### src/rtl/wdt_steer_pkg.sv
`timescale 1ns/1ps
package wdt_steer_pkg;

   typedef enum logic [1:0] {
      SEL_WD    = 2'd0,
      SEL_FLAGS = 2'd1,
      SEL_CTRL  = 2'd2,
      SEL_SPARE = 2'd3
   } wdt_sel_e;

   // longest countdown in ticks needs the multiplier plus the largest shift
   function automatic int span_width(input int mult_w, input int res_w);
      return mult_w + 2 * ((1 << res_w) - 1);
   endfunction

endpackage

### src/rtl/wdt_span_calc.sv
`timescale 1ns/1ps
module wdt_span_calc #(
   parameter int MULT_W    = 5,
   parameter int RES_W     = 2,
   parameter int CNT_W     = 11,
   parameter bit USE_TABLE = 1'b1
) (
   input  logic [MULT_W-1:0] mult_i,
   input  logic [RES_W-1:0]  res_i,
   output logic [CNT_W-1:0]  span_o
);
   localparam int NRES = 1 << RES_W;

   generate
      if (USE_TABLE) begin : g_table
         logic [CNT_W-1:0] opts [NRES];
         for (genvar r = 0; r < NRES; r++) begin : g_opt
            assign opts[r] = CNT_W'(mult_i) << (2 * r);
         end
         assign span_o = opts[res_i];
      end else begin : g_shift
         assign span_o = CNT_W'(mult_i) << {res_i, 1'b0};
      end
   endgenerate

endmodule

### src/rtl/wdt_countdown.sv
`timescale 1ns/1ps
module wdt_countdown #(
   parameter int CNT_W = 11
) (
   input  logic             clk_i,
   input  logic             rst_ni,
   input  logic             restart_i,
   input  logic [CNT_W-1:0] load_i,
   input  logic             tick_i,
   output logic             expire_o
);
   localparam logic [CNT_W-1:0] LAST = CNT_W'(1);

   logic [CNT_W-1:0] cnt_q;
   logic             armed_q;

   // a restart in the same cycle masks the final tick
   assign expire_o = tick_i & armed_q & ~restart_i & (cnt_q == LAST);

   always_ff @(posedge clk_i or negedge rst_ni) begin
      if (!rst_ni) begin
         cnt_q   <= '0;
         armed_q <= 1'b0;
      end else if (restart_i) begin
         cnt_q   <= load_i;
         armed_q <= |load_i;
      end else if (tick_i && armed_q) begin
         cnt_q <= cnt_q - LAST;
         if (cnt_q == LAST) armed_q <= 1'b0;
      end
   end

endmodule

### src/rtl/wdt_regfile.sv
`timescale 1ns/1ps
module wdt_regfile
   import wdt_steer_pkg::*;
#(
   parameter int DATA_W    = 8,
   parameter int STEER_BIT = 7,
   parameter int FLAG_BIT  = 7,
   parameter int CLR_BIT   = 6
) (
   input  logic              clk_i,
   input  logic              rst_ni,
   input  logic              wr_en_i,
   input  logic              rd_en_i,
   input  logic [1:0]        addr_i,
   input  logic [DATA_W-1:0] wdata_i,
   input  logic              expire_i,
   output logic              restart_o,
   output logic [DATA_W-1:0] cfg_o,
   output logic [DATA_W-1:0] wd_o,
   output logic              flag_o,
   output logic [DATA_W-1:0] rdata_o,
   output logic              rst_req_o,
   output logic              irq_o
);
   logic [DATA_W-1:0] wd_q, wd_d, ctrl_q, ctrl_d;
   logic              flag_q, flag_d;
   logic              wd_wr, ctrl_wr, flags_rd, steer_hit;

   assign wd_wr     = wr_en_i && (addr_i == SEL_WD);
   assign ctrl_wr   = wr_en_i && (addr_i == SEL_CTRL);
   assign flags_rd  = rd_en_i && (addr_i == SEL_FLAGS);
   assign restart_o = wd_wr | flags_rd;
   assign cfg_o     = wd_wr ? wdata_i : wd_q;
   assign steer_hit = expire_i & wd_q[STEER_BIT];

   always_comb begin
      wd_d   = wd_q;
      flag_d = flag_q;
      ctrl_d = ctrl_q;
      if (wd_wr)         wd_d = wdata_i;
      else if (steer_hit) wd_d = '0;
      if (wd_wr)         flag_d = 1'b0;
      else if (expire_i) flag_d = 1'b1;
      if (ctrl_wr)       ctrl_d = wdata_i;
      if (steer_hit)     ctrl_d[CLR_BIT] = 1'b0;
   end

   always_ff @(posedge clk_i or negedge rst_ni) begin
      if (!rst_ni) begin
         wd_q      <= '0;
         flag_q    <= 1'b0;
         ctrl_q    <= '0;
         rst_req_o <= 1'b0;
         irq_o     <= 1'b0;
      end else begin
         wd_q      <= wd_d;
         flag_q    <= flag_d;
         ctrl_q    <= ctrl_d;
         rst_req_o <= steer_hit;
         irq_o     <= expire_i & ~wd_q[STEER_BIT];
      end
   end

   always_comb begin
      unique case (addr_i)
         SEL_WD:    rdata_o = wd_q;
         SEL_FLAGS: rdata_o = DATA_W'(flag_q) << FLAG_BIT;
         SEL_CTRL:  rdata_o = ctrl_q;
         default:   rdata_o = '0;
      endcase
   end

   assign wd_o   = wd_q;
   assign flag_o = flag_q;

endmodule

### src/rtl/wdt_steer.sv
`timescale 1ns/1ps
module wdt_steer #(
   parameter int DATA_W    = 8,
   parameter int MULT_W    = 5,
   parameter int RES_W     = 2,
   parameter bit USE_TABLE = 1'b1
) (
   input  logic              clk_i,
   input  logic              rst_ni,
   input  logic              tick_i,
   input  logic              wr_en_i,
   input  logic              rd_en_i,
   input  logic [1:0]        addr_i,
   input  logic [DATA_W-1:0] wdata_i,
   output logic [DATA_W-1:0] rdata_o,
   output logic              rst_req_o,
   output logic              irq_o
);
   localparam int CNT_W     = wdt_steer_pkg::span_width(MULT_W, RES_W);
   localparam int STEER_BIT = MULT_W + RES_W;
   localparam int FLAG_BIT  = DATA_W - 1;
   localparam int CLR_BIT   = DATA_W - 2;

   generate
      if (STEER_BIT >= DATA_W) begin : g_bad_fields
         $error("watchdog fields do not fit in DATA_W");
      end
      if (DATA_W < 2 || RES_W < 1 || MULT_W < 1) begin : g_bad_sizes
         $error("unsupported watchdog sizes");
      end
   endgenerate

   logic              restart, expire, flag_q;
   logic [DATA_W-1:0] cfg, wd_q;
   logic [CNT_W-1:0]  span;

   wdt_regfile #(
      .DATA_W(DATA_W), .STEER_BIT(STEER_BIT),
      .FLAG_BIT(FLAG_BIT), .CLR_BIT(CLR_BIT)
   ) u_regs (
      .clk_i(clk_i), .rst_ni(rst_ni),
      .wr_en_i(wr_en_i), .rd_en_i(rd_en_i), .addr_i(addr_i), .wdata_i(wdata_i),
      .expire_i(expire), .restart_o(restart), .cfg_o(cfg),
      .wd_o(wd_q), .flag_o(flag_q), .rdata_o(rdata_o),
      .rst_req_o(rst_req_o), .irq_o(irq_o)
   );

   wdt_span_calc #(
      .MULT_W(MULT_W), .RES_W(RES_W), .CNT_W(CNT_W), .USE_TABLE(USE_TABLE)
   ) u_span (
      .mult_i(cfg[RES_W +: MULT_W]), .res_i(cfg[RES_W-1:0]), .span_o(span)
   );

   wdt_countdown #(.CNT_W(CNT_W)) u_cnt (
      .clk_i(clk_i), .rst_ni(rst_ni), .restart_i(restart),
      .load_i(span), .tick_i(tick_i), .expire_o(expire)
   );

endmodule

### config.mk
export PLATFORM = sky130hd
export DESIGN_NAME = wdt_steer
export DESIGN_NICKNAME = d
export VERILOG_FILES = /design/src/rtl/wdt_steer_pkg.sv /design/src/rtl/wdt_span_calc.sv /design/src/rtl/wdt_countdown.sv /design/src/rtl/wdt_regfile.sv /design/src/rtl/wdt_steer.sv
export SDC_FILE = /design/constraint.sdc
export NUM_CORES = 1
export LEC_CHECK = 0
export BUFFER_PORTS_ARGS = -buffer_cell sky130_fd_sc_hd__buf_2
export CAP_MARGIN = 20
export CORE_MARGIN = 2
export CORE_UTILIZATION = 55
export CTS_CLUSTER_DIAMETER = 40
export CTS_CLUSTER_SIZE = 40
export DETAILED_ROUTE_END_ITERATION = 12
export GPL_ROUTABILITY_DRIVEN = 0
export GPL_TIMING_DRIVEN = 0
export PLACE_DENSITY = 0.72
export SYNTH_ARGS = -nofsm -noshare
export SYNTH_HDL_FRONTEND = slang
export SYNTH_HIERARCHICAL = 1
export SYNTH_SLANG_ARGS = --single-unit
export TNS_END_PERCENT = 30
### constraint.sdc
create_clock -name clk_i -period 4.28 [get_ports clk_i]
set_input_delay 0.214 -clock clk_i [delete_from_list [all_inputs] [get_ports clk_i]]
set_output_delay 0.214 -clock clk_i [all_outputs]
set_load 0.03 [all_outputs]
==> flow_summary.json <==
{
  "multiInputGateArea_mm2": 0.00108,
  "crit_type": "register to register",
  "final_area_mm2": 0.00218,
  "port_buffers": 24,
  "grt_max_degree": 32,
  "final_core_util": 0.650,
  "syn-num-nets": 204,
  "netlist_area_mm2": 0.00194,
  "drc": 0,
  "grt_pass1_vias": 1592,
  "fillCellCount": 302,
  "post_route_cells_drive_above_1_share": 0.315,
  "drt-pass1-iter-count": 4,
  "cp_common_cell": "clkbuf_1",
  "path_cells": "clkbuf_1 > nor4bb_1 > and2b_2 > and3_1 > clkbuf_1 > a21boi_0 > mux2_2",
  "power.density_mw_per_mm2": 451,
  "synth_cells": 187,
  "hold_path_depth": 2,
  "power_switching_mw": 0.364,
  "vias_per_cell": 5.97,
  "tightest_slew_ns": 0.695,
  "p_int_mw": 0.622,
  "area_growth_pct": 12.6,
  "fp.dieArea_mm2": 0.00402,
  "cts.clk_slew.worst_paths_ns": 0.11,
  "required_ns": 4.49,
  "post-cts-setup-buffer-count": 0,
  "rr_worst_depth": 7,
  "seq_power_share": 0.434,
  "antenna_found_initial": 0,
  "max_freq_mhz": 397,
  "crit_fanout": 10,
  "hpwl_um": 3100,
  "period_share": 0.589,
  "cp_num_cells": 7,
  "fin_tns_setup_ns": 0,
  "stdcell_count": 265,
  "holdWs_ns": 0.133,
  "finalHoldViolCount": 0,
  "diodes": 0,
  "grt_util_met1": 0.318,
  "grtUsageMet2": 0.368,
  "status": "completed",
  "fin_crit_ns": 2.52,
  "drtIter0Drc": 92,
  "wl_per_cell_um": 15.8,
  "cts_resized": 0,
  "startpoint_type": "register",
  "num-nets-final": 236,
  "vias": 1581,
  "grt_setup_unrepaired": "no",
  "dp.cells": 257,
  "drtAntennaViolNets": 0,
  "die_w_um": 63.4,
  "io_pins": 25,
  "grt_pass1_wl_um": 7340,
  "cts_tree": "yes",
  "grtUsageMet3": 0.0429,
  "grt_usage": 0.234,
  "rows": 21,
  "power.total_mw": 0.986,
  "syn_area_per_cell_um2": 10.4,
  "seq_area_um2": 776,
  "vdd_drop_max_v": 0.000332,
  "clock-sinks": 31,
  "h-tree-depth": 2,
  "core_mm2": 0.00336,
  "finalMaxSlewViolations": 0,
  "die_y_um": 63.4,
  "start_util": 0.577,
  "clockPowerShare": 0.175,
  "clock_latency_ns": 0.33,
  "finalWorstSetupSlack_ns": 1.76,
  "p_sw_frac": 0.369,
  "cts_buffer_depth": 2,
  "busiest_layer": "met2",
  "end_kind": "register",
  "cpLargestDelayFamily": "simple AND/OR/NAND/NOR gates",
  "maxSlewHeadroom": 0.537,
  "power.share.combinational": 0.391,
  "finalSetupViolCount": 0,
  "yosys_warnings": 6,
  "wirelength_um": 4190,
  "grt_overflow_total": 0,
  "leakagePower_nw": 1.00,
  "cts_buffers": 5,
  "path_buf_inv": 2,
  "skew_ns": 0.0178,
  "hold_buffers": 1,
  "cp_slowest_cell": "nor4bb_1",
  "min_path_type": "primary input to register",
  "maxCapViolations": 0,
  "place_area_mm2": 0.00212,
  "pre_cts_slack_ns": 1.57,
  "max_stage_delay_ns": 0.44,
  "arrival_ns": 2.73,
  "cts_root_buffer": "clkbuf_4"
}
## state kept, by name (all words and copies together), names as in the netlist
name	count
u_cnt/cnt_q	11
u_regs/ctrl_q	8
u_regs/wd_o	8
u_cnt/armed_q	1
u_regs/flag_o	1
u_regs/irq_o	1
u_regs/rst_req_o	1
## power groups by stage
stage          registers (mW)  logic [mW]  clock network, mW
3_5_place_dp            0.433       0.383                  0
5_1_grt                 0.441       0.430              0.192
2_1_floorplan           0.413       0.301                  0
6_report                0.428       0.385              0.173
4_1_cts                 0.427       0.385              0.182
3_3_place_gp            0.426       0.369                  0
## worst paths after layout
| check | startpoint | endpoint | slack [ns] |
|---|---|---|---|
| max | u_cnt/armed_q | u_regs/wd_o[6] | 1.76 |
| min | wdata_i[1] | u_regs/ctrl_q[1] | 0.13 |
| max reg2reg | u_cnt/armed_q | u_regs/wd_o[6] | 1.76 |
| min reg2reg | u_regs/flag_o | u_regs/flag_o | 0.51 |
| max in group asynchronous | rst_ni | u_regs/ctrl_q[4] | 3.37 |
| min in group asynchronous | rst_ni | u_cnt/cnt_q[10] | 0.45 |
## worst reg2reg max path: stages, from the launching register on
cell and delay [ns]:
dfrtp_1 0.34, clkbuf_1 0.35, nor4bb_1 0.45, and2b_2 0.23
and3_1 0.23, clkbuf_1 0.36, a21boi_0 0.16, mux2_2 0.28
## layout make-up
cell class | instances | area share
repair buffers | 25 | 0.0596
well taps | 46 | 0.0263
multi-input cells | 139 | 0.495
clock buffers | 6 | 0.0235
inverters | 6 | 0.0103
flip-flops and latches | 31 | 0.355
plain buffers | 11 | 0.0275
clock inverters | 1 | 0.00229
## cell usage in the layout (no fill, tap or decap), drive strengths merged, types with 3 or more instances in the layout
cell    instances
dfrtp          31
buf            29
mux2           24
nor2           19
mux2i          12
clkbuf         12
a21boi          9
nand2           7
nor2b           7
a31oi           7
inv             6
and3            4
nor3b           4
o21ai           3
nor4            3
or4             3
nand3           3
a22o            3
## per-layer routing
metal	share of wire	vias up
met5	0	-
met4	0.018	0
met3	0.052	8
met2	0.46	45
met1	0.47	766
li1	-	762
No activity file was read; power rests on OpenSTA's default activity.
